### config.mk
export PLATFORM = sky130hd
export DESIGN_NAME = pfd_lock_detect
export DESIGN_NICKNAME = d
export VERILOG_FILES = /design/src/rtl/pfd_pkg.sv /design/src/rtl/pfd_edge_sync.sv /design/src/rtl/pfd_phase_meter.sv /design/src/rtl/pfd_lock_filter.sv /design/src/rtl/pfd_lock_detect.sv
export SDC_FILE = /design/constraint.sdc
export NUM_CORES = 1
export LEC_CHECK = 0
export BUFFER_PORTS_ARGS = -buffer_cell sky130_fd_sc_hd__buf_2
export CAP_MARGIN = 10
export CORE_ASPECT_RATIO = 1.25
export CORE_MARGIN = 2
export CORE_UTILIZATION = 59
export DETAILED_ROUTE_END_ITERATION = 8
export PLACE_DENSITY = 0.81
export REMOVE_ABC_BUFFERS = 1
export SYNTH_ARGS = -nofsm -noshare
export SYNTH_HDL_FRONTEND = slang
export SYNTH_SLANG_ARGS = --single-unit
### constraint.sdc
create_clock -name clk -period 2.8 [get_ports clk]
set_input_delay 0.56 -clock clk [delete_from_list [all_inputs] [get_ports clk]]
set_output_delay 0.56 -clock clk [all_outputs]
set_load 0.03 [all_outputs]
### src/rtl/pfd_pkg.sv
package pfd_pkg;

    localparam int SYNC_STAGES = 2;
    localparam int LOCK_RUNS   = 4;
    localparam int WIN_W       = 4;
    localparam int ERR_W       = 8;

    // Result of one cycle of phase measurement.
    typedef struct packed {
        logic hit;   // comparison finished inside the window
        logic miss;  // comparison outside, or pending edge waited too long
    } cmp_t;

    typedef enum logic [1:0] {
        PH_IDLE   = 2'b00,
        PH_UP     = 2'b01,
        PH_DN     = 2'b10,
        PH_BOTH   = 2'b11
    } pump_state_e;

    function automatic logic [ERR_W-1:0] sat_inc(input logic [ERR_W-1:0] v);
        return (&v) ? v : v + 1'b1;
    endfunction

endpackage

### src/rtl/pfd_edge_sync.sv
module pfd_edge_sync #(
    parameter int STAGES = 2
) (
    input  logic clk,
    input  logic rst,
    input  logic din,
    output logic rise
);
    // STAGES synchroniser flops plus one history flop for edge detection.
    logic [STAGES:0] sh;

    always_ff @(posedge clk) begin
        if (rst) sh <= '0;
        else     sh <= {sh[STAGES-1:0], din};
    end

    assign rise = sh[STAGES-1] & ~sh[STAGES];
endmodule

### src/rtl/pfd_phase_meter.sv
module pfd_phase_meter
    import pfd_pkg::*;
#(
    parameter int CW = ERR_W,
    parameter int WW = WIN_W
) (
    input  logic          clk,
    input  logic          rst,
    input  logic          up,
    input  logic          dn,
    input  logic [WW-1:0] win,
    output cmp_t          res
);
    logic [CW-1:0] cnt;
    logic [CW-1:0] win_x;
    logic          single;
    logic          both;

    assign single = up ^ dn;
    assign both   = up & dn;
    assign win_x  = CW'(win);

    // Count cycles where exactly one pump is pending; clear otherwise.
    always_ff @(posedge clk) begin
        if (rst)         cnt <= '0;
        else if (single) cnt <= sat_inc(cnt);
        else             cnt <= '0;
    end

    always_comb begin
        res.hit  = both && (cnt <= win_x);
        res.miss = (both && (cnt > win_x)) || (single && (cnt >= win_x));
    end
endmodule

### src/rtl/pfd_lock_filter.sv
module pfd_lock_filter
    import pfd_pkg::*;
#(
    parameter int RUNS = LOCK_RUNS
) (
    input  logic clk,
    input  logic rst,
    input  cmp_t res,
    output logic locked
);
    localparam int SW = $clog2(RUNS + 1);
    localparam logic [SW-1:0] RUN_MAX = SW'(RUNS);

    logic [SW-1:0] streak;
    logic [SW-1:0] streak_nx;

    always_comb begin
        streak_nx = streak;
        if (res.miss)
            streak_nx = '0;
        else if (res.hit && (streak != RUN_MAX))
            streak_nx = streak + 1'b1;
    end

    always_ff @(posedge clk) begin
        if (rst) begin
            streak <= '0;
            locked <= 1'b0;
        end else begin
            streak <= streak_nx;
            locked <= (streak_nx == RUN_MAX);
        end
    end
endmodule

### src/rtl/pfd_lock_detect.sv
module pfd_lock_detect
    import pfd_pkg::*;
#(
    parameter int STAGES = SYNC_STAGES,
    parameter int RUNS   = LOCK_RUNS,
    parameter int WW     = WIN_W,
    parameter int CW     = ERR_W
) (
    input  logic          clk,
    input  logic          rst,
    input  logic          vco_div,
    input  logic          ref_div,
    input  logic [WW-1:0] lock_win,
    output logic          pump_up,
    output logic          pump_dn,
    output logic          drive_en,
    output logic          lock_n
);
    logic [1:0]  rise;
    logic [1:0]  raw_in;
    pump_state_e pst;
    cmp_t        res;
    logic        locked;

    assign raw_in = {ref_div, vco_div};

    // One synchroniser per stream: index 0 is VCO, index 1 is reference.
    for (genvar g = 0; g < 2; g++) begin : g_sync
        pfd_edge_sync #(.STAGES(STAGES)) u_sync (
            .clk  (clk),
            .rst  (rst),
            .din  (raw_in[g]),
            .rise (rise[g])
        );
    end

    // Pump flip-flops: set by edges, both cleared once both are set.
    always_ff @(posedge clk) begin
        if (rst)
            pst <= PH_IDLE;
        else if (pst == PH_BOTH)
            pst <= pump_state_e'({rise[1], rise[0]});
        else
            pst <= pump_state_e'(pst | {rise[1], rise[0]});
    end

    assign pump_up = pst[0];
    assign pump_dn = pst[1];

    pfd_phase_meter #(.CW(CW), .WW(WW)) u_meter (
        .clk (clk),
        .rst (rst),
        .up  (pump_up),
        .dn  (pump_dn),
        .win (lock_win),
        .res (res)
    );

    pfd_lock_filter #(.RUNS(RUNS)) u_lock (
        .clk    (clk),
        .rst    (rst),
        .res    (res),
        .locked (locked)
    );

    assign drive_en = (pump_up | pump_dn) & ~locked;
    assign lock_n   = ~locked;
endmodule

==> results.md <==
* Slowest cell on crit path: dfxtp_1
* Design area at around 1100 um2
* Max-slew violation count at 0
* Fin nets at 138
* DR iter-0 viols at 8
* Synth top area cells: dfxtp_1 (41%), ha_1 (11%), nor2_1 (5.3%)
* Max-slew headroom at between 70% and 80%
* Reg2reg path depth at 6
* Crit path from: u_meter.cnt[3]$_SDFFE_PP0N_
* Final clock skew at 0.00628 ns
* Final setup vio count at 0
* Routed WL at 1680 um
* Grt ovf at 0
* Synthesis-to-finish area growth at 12.8%
* Initial antenna violation count at 0
* Area share of the largest cell type after synthesis at between 40% and 50%
* Worst r2r src: u_meter.cnt[3]$_SDFFE_PP0N_
* CTS hold repair buffers at 0
* Area occupied by multi-input gates at approximately 540 um2
* Crit Reg-Reg Endpoint: u_lock.locked$_SDFF_PP0_
* First-pass GRT wire length at roughly 2900 um
* Die extent in x at roughly 40 um
* Worst Setup End Kind: flop
* Total negative slack at 0 ns
* Count of cell types in the netlist at 31
* Max-Cap Viols at 0
* Drt via density at 5.60
* CP max stage delay at roughly 0.47 ns
* Commonest non-fill, non-tap cell in the layout: dfxtp_1
* I/O pins at 12
* Metal2 WL at 889 um
* DIE AREA at approximately 2000 um2
* CP Data Arrival Time at 2.20 ns
* Top sig layer: met4
* Commonest non-fill, non-tap cells in the layout: dfxtp_1 (20), nor2_1 (14), inv_1 (12)
* DRT antenna net count at 0
* Sink Count at 20
* Metal-1 WL at about 690 um
* Clk root buf: clkbuf_4
* Register area at roughly 400 um2
* Critical setup path kind: flop to flop
* Reg2reg setup slack at 0.83 ns
* Actual slew at the worst max-slew pin at 0.317 ns
* Share of layout cells above drive strength 1 at between 10% and 20%
* Yosys reg bits at 20
* CTS tree: built
* Post-route minimum period at between 1.5 and 2 ns
* Mapped cell area at a little under 1000 um2
* Clk Latency, worst-skew pair at 0.31 ns
* Htree depth at 1
* Post-cts resize count at 0
* Num CTS Buffers at 3
* Worst setup SP type: flop
* Fin crit share at a little over two thirds
* Post-DP HPWL at ~1300 um
* Power density cells at roughly 510 nW/um2
* Leak at between 0.4 and 0.5 nW
* Core footprint at between 1500 and 2000 um2
* Fillers at 135
* Placer Congestion at around 0.68
* Vias in the first global route at between 700 and 800
* Final hold vios at 0
* Post-Syn Area per Cell at ~9.3 um2
* YS warnings at 0
* Area leader, netlist: dfxtp_1
* Reg clk slew, reported paths at approximately 0.11 ns
* Status: completed
* Die height at 49.7 um
* Syn Inst Count at around 110
* Largest net degree at the start of global routing at 13
* Post CTS Setup Buffer Count at 0
* Met3 routed WL at ~42 um
* Peak supply drop at about 0.00037 V
* DRC errors left at 0
* Port bufs at 11
* Final Power at roughly 0.57 mW
* Fmax at between 500 and 600 MHz
* DR pass1 iterations at 4
* Starting Density at between 60% and 70%
* RSZ-0062 raised after global routing: false
* Core Rows at 16
* # diodes at 0
* Max Root-Sink Buffers at 2
* Cells on Worst Hold Path at 2
* DP Area at 1060 um2
* HP Class: flop to flop
* GRT Overall Usage at 20.1%
* Critical-path cell list: ha_1, and4_1, o2111ai_2, a21oi_2, or3_1, a211oi_2
* Worst setup endpoint: u_lock.locked$_SDFF_PP0_
* CP required at approximately 3.0 ns
* Vias at a little under 800
* Worst Path Max Fanout at 7
* Sequential area share after synthesis at 40.7%
* WL/cell at 12.1 um
synthesized netlist by cell type:
cell,number
nor2_1,14
o2111ai_2,1
a211oi_1,1
and2_2,1
nand2b_1,2
nand2_1,6
nand3_1,1
xor2_1,2
nor4_4,1
o32ai_1,1
inv_1,12
a31oi_1,1
o211a_1,1
ha_1,9
and4_1,3
mux2i_1,2
a21boi_1,1
a211oi_2,2
and3_1,1
xnor2_1,3
a311oi_1,1
or3_1,1
a21oi_2,1
dfxtp_1,20
a21oi_1,3
nor3b_1,1
o22ai_1,2
nor2b_1,7
nand4_1,2
clkbuf_1,1
nor3_1,2
flip-flops by register name, indices dropped and copies added, names as in the netlist:
register          flops
u_lock.locked         1
g_sync.u_sync.sh      6
u_lock.streak         3
u_meter.cnt           8
pst                   2
critical path, delay by kind of cell, from the launching register on:
family                   cells  cell delay [ns]
AO/OA/AOI/OAI                3             0.55
AND/OR/NAND/NOR              2             0.57
adder cells (fa/ha/maj)      1             0.30
flip-flops                   1             0.47
report_power, final:
group	leakage (nW)	internal [mW]	switching, mW
Clock	0.0279	0.145	0.0884
Combinational	0.292	0.0179	0.0251
Sequential	0.162	0.291	0.00343
how the worst min path moves through the flow:
stage	from	endpoint
2_1_floorplan	g_sync[1].u_sync.sh[1]$_SDFF_PP0_	g_sync[1].u_sync.sh[2]$_SDFF_PP0_
3_3_place_gp	g_sync[1].u_sync.sh[1]$_SDFF_PP0_	g_sync[1].u_sync.sh[2]$_SDFF_PP0_
3_5_place_dp	g_sync[1].u_sync.sh[0]$_SDFF_PP0_	g_sync[1].u_sync.sh[1]$_SDFF_PP0_
4_1_cts	g_sync[1].u_sync.sh[1]$_SDFF_PP0_	g_sync[1].u_sync.sh[2]$_SDFF_PP0_
5_1_grt	ref_div	g_sync[1].u_sync.sh[0]$_SDFF_PP0_
6_report	g_sync[0].u_sync.sh[1]$_SDFF_PP0_	g_sync[0].u_sync.sh[2]$_SDFF_PP0_
metrics by stage:
stage / instances / hold WS [ns] / worst slack (ns) / utilization [%]
after floorplan: 105 / 0.410 / 0.788 / -
after global placement: 134 / 0.417 / 0.672 / 67.8
after detailed placement: 134 / 0.432 / 0.602 / 67.8
after CTS: 138 / 0.451 / 0.825 / 71.2
after global routing: 138 / 0.458 / 0.720 / 71.2
final: 138 / 0.447 / 0.829 / 71.2
layout make-up:
| type | instances | area share, % |
|---|---|---|
| Inverter | 12 | 4.05 |
| Clock inverter | 1 | 2.70 |
| Sequential cell | 20 | 36.0 |
| Timing Repair Buffer | 11 | 4.95 |
| Clock buffer | 3 | 2.03 |
| Tap cell | 18 | 2.03 |
| Multi-Input combinational cell | 73 | 48.2 |
cell families after synthesis:
group / synth area share (%)
DFF: 40.7
xor gates and xnor gates: 4.45
buffers and inverters: 4.95
AOI/OAI and AO/OA: 12.7
muxes: 2.03
and+or+nand+nor: 23.8
adders and majority gates: 11.4
metal layers:
layer	vias to the layer above	global-route usage (%)
met4	0	10.0
met5	-	0
met1	363	20.1
met2	12	36.5
li1	390	-
met3	8	3.15
Power figures use the tool's default switching activity.
